===== src/rtl/pos_preset_pkg.sv =====
package pos_preset_pkg;
  localparam int ST_BYTES   = 5;
  localparam int MT_BYTES   = 3;
  localparam int ST_FIELD_W = 39;
  localparam logic [7:0] ADDR_OFS_ST = 8'h30;
  localparam logic [7:0] ADDR_OFS_MT = 8'h35;
  localparam logic [7:0] ADDR_PRE_ST = 8'h50;
  localparam logic [7:0] ADDR_PRE_MT = 8'h55;
  localparam logic [7:0] ADDR_CMD    = 8'h7F;
  localparam logic [7:0] CMD_PRESET  = 8'h02;

  typedef enum logic [1:0] {
    SQ_IDLE,
    SQ_CAPTURE,
    SQ_STORE,
    SQ_SAVE
  } seq_state_e;
endpackage


===== src/rtl/pp_byte_reg.sv =====
module pp_byte_reg #(
  parameter int                  NBYTES = 5,
  parameter logic [7:0]          BASE   = 8'h30,
  parameter logic [8*NBYTES-1:0] MASK   = '1
) (
  input  logic                  clk,
  input  logic                  rst_n,
  input  logic                  wr_allow,
  input  logic [7:0]            addr,
  input  logic                  wr,
  input  logic [7:0]            wdata,
  input  logic                  ld,
  input  logic [8*NBYTES-1:0]   ld_val,
  output logic [8*NBYTES-1:0]   q,
  output logic                  hit,
  output logic [7:0]            rbyte
);
  logic [NBYTES-1:0] sel;

  for (genvar b = 0; b < NBYTES; b++) begin : g_byte
    localparam logic [7:0] BADDR = BASE + 8'(b);
    logic [7:0] r;
    assign sel[b] = (addr == BADDR);
    assign q[8*b +: 8] = r;
    always_ff @(posedge clk or negedge rst_n) begin
      if (!rst_n)
        r <= '0;
      else if (ld)
        r <= ld_val[8*b +: 8] & MASK[8*b +: 8];
      else if (wr && wr_allow && sel[b])
        r <= wdata & MASK[8*b +: 8];
    end
  end

  assign hit = |sel;

  always_comb begin
    rbyte = '0;
    for (int b = 0; b < NBYTES; b++)
      if (sel[b]) rbyte = q[8*b +: 8];
  end


  hold_chk: assert property (@(posedge clk) disable iff (!rst_n)
    (!(wr && wr_allow) && !ld) |=> $stable(q));
endmodule


===== src/rtl/pp_trig_detect.sv =====
module pp_trig_detect #(
  parameter int SYNC_STAGES = 2
) (
  input  logic clk,
  input  logic rst_n,
  input  logic pin,
  input  logic cmd_hit,
  input  logic busy,
  output logic trig
);
  logic [SYNC_STAGES-1:0] sync_q;
  logic                   prev_q;
  logic                   pin_rise;

  always_ff @(posedge clk or negedge rst_n) begin
    if (!rst_n) begin
      sync_q <= '0;
      prev_q <= 1'b0;
    end else begin
      sync_q <= {sync_q[SYNC_STAGES-2:0], pin};
      prev_q <= sync_q[SYNC_STAGES-1];
    end
  end

  assign pin_rise = sync_q[SYNC_STAGES-1] && !prev_q;
  assign trig     = (pin_rise || cmd_hit) && !busy;
endmodule


===== src/rtl/pp_preset_seq.sv =====
module pp_preset_seq
  import pos_preset_pkg::*;
#(
  parameter int ST_DL = 16,
  parameter int MT_DL = 12
) (
  input  logic             clk,
  input  logic             rst_n,
  input  logic             trig,
  input  logic             nvm_present,
  input  logic             nvm_ack,
  input  logic [ST_DL-1:0] last_st,
  input  logic [MT_DL-1:0] last_mt,
  input  logic [ST_DL-1:0] pre_st,
  input  logic [MT_DL-1:0] pre_mt,
  output logic             busy,
  output logic             ld,
  output logic [ST_DL-1:0] ofs_st,
  output logic [MT_DL-1:0] ofs_mt,
  output logic             wb_req
);
  seq_state_e      st_q, st_d;
  logic [ST_DL-1:0] cap_st, cpre_st;
  logic [MT_DL-1:0] cap_mt, cpre_mt;
  logic             nvm_q;

  always_comb begin
    st_d = st_q;
    unique case (st_q)
      SQ_IDLE:    if (trig) st_d = SQ_CAPTURE;
      SQ_CAPTURE: st_d = SQ_STORE;
      SQ_STORE:   st_d = nvm_q ? SQ_SAVE : SQ_IDLE;
      SQ_SAVE:    if (nvm_ack) st_d = SQ_IDLE;
      default:    st_d = SQ_IDLE;
    endcase
  end

  always_ff @(posedge clk or negedge rst_n) begin
    if (!rst_n) begin
      st_q    <= SQ_IDLE;
      cap_st  <= '0;
      cap_mt  <= '0;
      cpre_st <= '0;
      cpre_mt <= '0;
      nvm_q   <= 1'b0;
    end else begin
      st_q <= st_d;
      if (st_q == SQ_CAPTURE) begin
        cap_st  <= last_st;
        cap_mt  <= last_mt;
        cpre_st <= nvm_present ? pre_st : '0;
        cpre_mt <= nvm_present ? pre_mt : '0;
        nvm_q   <= nvm_present;
      end
    end
  end

  assign busy   = (st_q != SQ_IDLE);
  assign ld     = (st_q == SQ_STORE);
  assign wb_req = (st_q == SQ_SAVE);
  assign ofs_st = cap_st - cpre_st;
  assign ofs_mt = cap_mt - cpre_mt;


  wb_hold_chk: assert property (@(posedge clk) disable iff (!rst_n)
    (wb_req && !nvm_ack) |=> wb_req);

  busy_min_chk: assert property (@(posedge clk) disable iff (!rst_n)
    $rose(busy) |=> busy);
endmodule


===== src/rtl/pp_pos_adjust.sv =====
module pp_pos_adjust #(
  parameter int ST_DL = 16,
  parameter int MT_DL = 12
) (
  input  logic             clk,
  input  logic             rst_n,
  input  logic             in_valid,
  output logic             in_ready,
  input  logic [ST_DL-1:0] in_st,
  input  logic [MT_DL-1:0] in_mt,
  input  logic [ST_DL-1:0] ofs_st,
  input  logic [MT_DL-1:0] ofs_mt,
  output logic             out_valid,
  input  logic             out_ready,
  output logic [ST_DL-1:0] out_st,
  output logic [MT_DL-1:0] out_mt,
  output logic [ST_DL-1:0] last_st,
  output logic [MT_DL-1:0] last_mt
);
  logic in_fire;

  assign in_ready = !out_valid || out_ready;
  assign in_fire  = in_valid && in_ready;

  always_ff @(posedge clk or negedge rst_n) begin
    if (!rst_n) begin
      out_valid <= 1'b0;
      out_st    <= '0;
      out_mt    <= '0;
      last_st   <= '0;
      last_mt   <= '0;
    end else if (in_fire) begin
      out_valid <= 1'b1;
      out_st    <= in_st - ofs_st;
      out_mt    <= in_mt - ofs_mt;
      last_st   <= in_st;
      last_mt   <= in_mt;
    end else if (out_ready) begin
      out_valid <= 1'b0;
    end
  end


  out_hold_chk: assert property (@(posedge clk) disable iff (!rst_n)
    (out_valid && !out_ready) |=> (out_valid && $stable(out_st) && $stable(out_mt)));
endmodule


===== src/rtl/pos_preset_unit.sv =====
module pos_preset_unit
  import pos_preset_pkg::*;
#(
  parameter int ST_DL = 16,
  parameter int MT_DL = 12
) (
  input  logic             clk,
  input  logic             rst_n,
  input  logic             preset_pin,
  input  logic             nvm_present,
  input  logic             nvm_wb_ack,
  output logic             nvm_wb_req,
  output logic             busy,
  input  logic [7:0]       reg_addr,
  input  logic             reg_wr,
  input  logic [7:0]       reg_wdata,
  output logic [7:0]       reg_rdata,
  input  logic             in_valid,
  output logic             in_ready,
  input  logic [ST_DL-1:0] in_st,
  input  logic [MT_DL-1:0] in_mt,
  output logic             out_valid,
  input  logic             out_ready,
  output logic [ST_DL-1:0] out_st,
  output logic [MT_DL-1:0] out_mt
);
  localparam int SW = 8 * ST_BYTES;
  localparam int MW = 8 * MT_BYTES;
  localparam logic [SW-1:0] PRE_ST_MASK = ((SW'(1) << ST_DL) - SW'(1)) << (ST_FIELD_W - ST_DL);
  localparam logic [SW-1:0] OFS_ST_MASK = (SW'(1) << ST_DL) - SW'(1);
  localparam logic [MW-1:0] MT_MASK     = (MW'(1) << MT_DL) - MW'(1);

  logic             trig, cmd_hit, ld;
  logic [ST_DL-1:0] last_st, ofs_st_new;
  logic [MT_DL-1:0] last_mt, ofs_mt_new;
  logic [SW-1:0]    pst_q, ost_q;
  logic [MW-1:0]    pmt_q, omt_q;
  logic             pst_hit, pmt_hit, ost_hit, omt_hit;
  logic [7:0]       pst_rb, pmt_rb, ost_rb, omt_rb;
  logic             wr_allow;

  assign wr_allow = !busy;
  assign cmd_hit  = reg_wr && wr_allow && (reg_addr == ADDR_CMD) && (reg_wdata == CMD_PRESET);

  pp_trig_detect #(.SYNC_STAGES(2)) u_trig (
    .clk(clk), .rst_n(rst_n), .pin(preset_pin), .cmd_hit(cmd_hit),
    .busy(busy), .trig(trig)
  );

  pp_byte_reg #(.NBYTES(ST_BYTES), .BASE(ADDR_PRE_ST), .MASK(PRE_ST_MASK)) u_pre_st (
    .clk(clk), .rst_n(rst_n), .wr_allow(wr_allow), .addr(reg_addr), .wr(reg_wr),
    .wdata(reg_wdata), .ld(1'b0), .ld_val('0), .q(pst_q), .hit(pst_hit), .rbyte(pst_rb)
  );

  pp_byte_reg #(.NBYTES(MT_BYTES), .BASE(ADDR_PRE_MT), .MASK(MT_MASK)) u_pre_mt (
    .clk(clk), .rst_n(rst_n), .wr_allow(wr_allow), .addr(reg_addr), .wr(reg_wr),
    .wdata(reg_wdata), .ld(1'b0), .ld_val('0), .q(pmt_q), .hit(pmt_hit), .rbyte(pmt_rb)
  );

  pp_byte_reg #(.NBYTES(ST_BYTES), .BASE(ADDR_OFS_ST), .MASK(OFS_ST_MASK)) u_ofs_st (
    .clk(clk), .rst_n(rst_n), .wr_allow(wr_allow), .addr(reg_addr), .wr(reg_wr),
    .wdata(reg_wdata), .ld(ld), .ld_val(SW'(ofs_st_new)), .q(ost_q), .hit(ost_hit),
    .rbyte(ost_rb)
  );

  pp_byte_reg #(.NBYTES(MT_BYTES), .BASE(ADDR_OFS_MT), .MASK(MT_MASK)) u_ofs_mt (
    .clk(clk), .rst_n(rst_n), .wr_allow(wr_allow), .addr(reg_addr), .wr(reg_wr),
    .wdata(reg_wdata), .ld(ld), .ld_val(MW'(ofs_mt_new)), .q(omt_q), .hit(omt_hit),
    .rbyte(omt_rb)
  );

  pp_preset_seq #(.ST_DL(ST_DL), .MT_DL(MT_DL)) u_seq (
    .clk(clk), .rst_n(rst_n), .trig(trig), .nvm_present(nvm_present), .nvm_ack(nvm_wb_ack),
    .last_st(last_st), .last_mt(last_mt),
    .pre_st(pst_q[ST_FIELD_W-1 -: ST_DL]), .pre_mt(pmt_q[MT_DL-1:0]),
    .busy(busy), .ld(ld), .ofs_st(ofs_st_new), .ofs_mt(ofs_mt_new), .wb_req(nvm_wb_req)
  );

  pp_pos_adjust #(.ST_DL(ST_DL), .MT_DL(MT_DL)) u_adj (
    .clk(clk), .rst_n(rst_n), .in_valid(in_valid), .in_ready(in_ready),
    .in_st(in_st), .in_mt(in_mt), .ofs_st(ost_q[ST_DL-1:0]), .ofs_mt(omt_q[MT_DL-1:0]),
    .out_valid(out_valid), .out_ready(out_ready), .out_st(out_st), .out_mt(out_mt),
    .last_st(last_st), .last_mt(last_mt)
  );

  always_comb begin
    reg_rdata = '0;
    if (!busy) begin
      if (pst_hit)      reg_rdata = pst_rb;
      else if (pmt_hit) reg_rdata = pmt_rb;
      else if (ost_hit) reg_rdata = ost_rb;
      else if (omt_hit) reg_rdata = omt_rb;
    end
  end


  trig_to_busy_chk: assert property (@(posedge clk) disable iff (!rst_n)
    trig |=> busy);

  single_trig_chk: assert property (@(posedge clk) disable iff (!rst_n)
    trig |=> !trig);

  blocked_write_chk: assert property (@(posedge clk) disable iff (!rst_n)
    busy |=> ($stable(pst_q) && $stable(pmt_q)));

  ofs_change_chk: assert property (@(posedge clk) disable iff (!rst_n)
    ((ost_q != $past(ost_q)) && !$past(reg_wr)) |-> $past(busy));
endmodule


===== config.mk =====
export PLATFORM = sky130hd
export DESIGN_NAME = pos_preset_unit
export DESIGN_NICKNAME = d
export VERILOG_FILES = /design/src/rtl/pos_preset_pkg.sv /design/src/rtl/pp_byte_reg.sv /design/src/rtl/pp_trig_detect.sv /design/src/rtl/pp_preset_seq.sv /design/src/rtl/pp_pos_adjust.sv /design/src/rtl/pos_preset_unit.sv
export SDC_FILE = /design/constraint.sdc
export NUM_CORES = 1
export LEC_CHECK = 0
export BUFFER_PORTS_ARGS = -buffer_cell sky130_fd_sc_hd__buf_4
export CORE_AREA = 2 2 132 134
export DETAILED_ROUTE_END_ITERATION = 12
export DIE_AREA = 0 0 134 136
export PLACE_DENSITY = 0.8
export SKIP_LAST_GASP = 1
export SLEW_MARGIN = 25
export SYNTH_ARGS = -nofsm -noshare
export SYNTH_HDL_FRONTEND = slang
export SYNTH_SLANG_ARGS = --single-unit

===== constraint.sdc =====
create_clock -name clk -period 3.8 [get_ports clk]
set_input_delay 1.14 -clock clk [delete_from_list [all_inputs] [get_ports clk]]
set_output_delay 1.14 -clock clk [all_outputs]
set_load 0.05 [all_outputs]

==> results.toml <==
[clocking]
clk_latency_ns = 0.44
root_buffer = "clkbuf_16"
cts_tree = "built"
cts-htree-levels = 4
clkTransAtPathRegs_ns = 0.07
numCtsBuffers = 17
cts_sinks = 175
cts_buffer_depth = 2

[grt]
grt_usage_pct = 29.1
grt_overflow_total = 0
antenna_found_initial = 0
grt_pass1_wl_um = 40900
grt_pass1_vias = 7701
grt_max_degree = 78

[drt]
dr_total_vias = 7978
drc = 0
ant_nets = 0
detail_route.wl_per_cell_um = 18.2
drt_iter0_markers = 662
dr.pass1.iters = 5
avgViaCountPerCell = 5.76
finalWirelength_um = 25200

[final_layout]
n_antenna_cell = 0
final_cell_mix = "196 x nand2_1, 175 x dfrtp_1, 109 x buf_4"
final_core_util_pct = 69.4
final_common_cell = "nand2_1"
fin_cells = 1384
finalNetCount = 1254
layout-drive-gt1-share_pct = 22.7
syn2layout_area_growth_pct = 17.9

[run]
maxCapViolCount = 0

[setup_path]
required_ns = 2.66
rr_endpoint = "u_ofs_st.g_byte[1].r[6]"
critical_path.endpoint_type = "primary output"
arrival_ns = 2.67
r2r-start = "u_seq.cap_st[0]"
path_class = "in -> out"
critPathLaunch = "reg_addr[4]"
path_max_fanout = 6
r2r_cells = 11
worstSetupStartpointType = "input pin"
r2r_slack_ns = 0.95

[floorplanning]
core_um2 = 16900
dieArea_um2 = 18200
start_util_pct = 58.9
fp-row-count = 48
die_x_um = 134
die_y_um = 136
io_pins = 92

[synthesis]
synth.top_cells.by_area = "dfrtp_1 44%, mux2_2 8.0%, nand2_1 7.4%, ha_1 6.5%, o21ai_0 5.1%"
ys.warnings.count = 0
netlist_area_um2 = 9940
syn_inst = 1052
synth_top_area_cell = "dfrtp_1"
syn-num-nets = 1160
ys_types = 71
syn_avg_cell_area_um2 = 9.44
synth_top_cell_area_share_pct = 44.1
synth-seq-area-share_pct = 44.1
synth_enable_flop_cells = 0
synth_ff_type = "dfrtp_1"
synth-async-reset-ratio_pct = 100
ys_ff_latch = 175

[sta]
fin_worst_skew_ns = 0.0153
timing.final.ws_setup_ns = -0.0112
hold_viol = 0
finalSetupViolCount = 2
max_slew_margin_pct = 40.7
drv_slew = 0
tightest_slew_ns = 0.890
max_freq_mhz = 262
rsz0062_at_grt = "true"
fin_crit_ns = 3.81
fin_crit_sh_pct = 100
worst_hold_slack_ns = 0.351

[hold_path]
worstHoldPathType = "reg -> reg"
whs_endpoint = "u_trig.sync_q[1]"
hold_path_depth = 0
hold_start = "u_trig.sync_q[0]"

[placed_design]
place_inst = 1349
gp_congestion = 0.906
dp_hpwl_um = 18600
portBuffers = 91

[pwr]
pwr_density_cell_nw_per_um2 = 778
ir_drop_mv = 0.403
p_leak_nw = 5.58

[outcome]
status = "finished, violations left"
violations = "setup timing"
per-layer routing:
layer | GRT usage, % | wire length (um) | vias up
li1 | - | - | 3831
met3 | 4.92 | 1350 | 49
met5 | 0 | 0 | -
met2 | 45.2 | 11300 | 268
met4 | 11.1 | 716 | 0
met1 | 41.0 | 11800 | 3830
registers in the layout (all words and copies together), names as in the netlist, 12 cells and up:
| name | count |
|---|---|
| u_seq.cap_st | 16 |
| u_ofs_st.g_byte.r | 16 |
| u_ofs_mt.g_byte.r | 12 |
| u_seq.cap_mt | 12 |
| u_adj.last_mt | 12 |
| u_seq.cpre_st | 16 |
| u_adj.out_st | 16 |
| u_pre_st.g_byte.r | 16 |
| u_seq.cpre_mt | 12 |
| u_adj.out_mt | 12 |
| u_adj.last_st | 16 |
| u_pre_mt.g_byte.r | 12 |
through the flow:
| stage | setup TNS, ns | setup WS (ns) | cell area (um2) | power (W) |
|---|---|---|---|---|
| 3_5_place_dp | -0.744 | -0.188 | 11000 | 0.00720 |
| 4_1_cts | -0.0178 | -0.0178 | 11600 | 0.00910 |
| 2_1_floorplan | -0.0793 | -0.0793 | 9970 | 0.00603 |
| 5_1_grt | -0.581 | -0.126 | 11700 | 0.00972 |
| 6_report | -0.0140 | -0.0112 | 11700 | 0.00911 |
| 3_3_place_gp | -0.578 | -0.130 | 11000 | 0.00709 |
final cells by class:
type	instances	area [um2]
Fill cell	1307	5160
Clock buffer	21	470
Sequential cell	175	4380
Multi-Input combinational cell	760	5180
Tap cell	225	282
Clock inverter	11	154
Inverter	71	267
Timing Repair Buffer	121	978
cell usage after synthesis (7+ instances only):
| library cell | number |
|---|---|
| nor2b_1 | 13 |
| and3_1 | 7 |
| ha_1 | 52 |
| mux2_2 | 71 |
| xnor2_1 | 14 |
| nand3_1 | 16 |
| o21ai_0 | 101 |
| a21o_1 | 9 |
| nor2_1 | 38 |
| a211oi_1 | 8 |
| o31ai_1 | 9 |
| a21oi_1 | 35 |
| inv_1 | 70 |
| nand2b_1 | 19 |
| xor2_1 | 17 |
| dfrtp_1 | 175 |
| o21a_1 | 13 |
| mux2i_1 | 24 |
| nand2_1 | 197 |
| clkbuf_1 | 34 |
| nor3_1 | 9 |
worst max-delay path, stage by stage:
cell and delay, ns:
buf_6 0.09, nor4bb_4 0.16, buf_4 0.16, buf_4 0.13, a22o_1 0.17, a222oi_1 0.33, o221a_2 0.28, nor2_2 0.05
buf_6 0.16
worst max-delay path by stage:
stage                     slack [ns]           end
final                          -0.01  reg_rdata[1]
after global placement         -0.13  reg_rdata[4]
after detailed placement       -0.19  reg_rdata[4]
after CTS                      -0.02  reg_rdata[4]
after floorplan                -0.08  reg_rdata[1]
after global routing           -0.13  reg_rdata[0]
power by group:
part | switching (W) | leakage, nW | internal, W
Combinational | 0.00258 | 3.05 | 0.00178
Sequential | 0.000510 | 2.24 | 0.00240
Clock | 0.000749 | 0.300 | 0.00109
cell families after synthesis:
kind of cell | after synthesis | share of synthesized area (%)
AO/OA/AOI/OAI | 241 | 15.4
AND/OR/NAND/NOR | 337 | 15.4
multiplexers | 95 | 10.5
adder cells (fa/ha/maj) | 56 | 7.35
flip-flops | 175 | 44.1
XOR/XNOR | 31 | 2.73
buffers and inverters | 117 | 4.58
repair_timing:
item	in CTS	in global routing
gates resized for setup	8	15
buffers inserted	0	3
pin swaps	3	4
hold buffers	0	0
endpoints found under the setup margin	8	8
No activity file was read; power rests on OpenSTA's default activity.
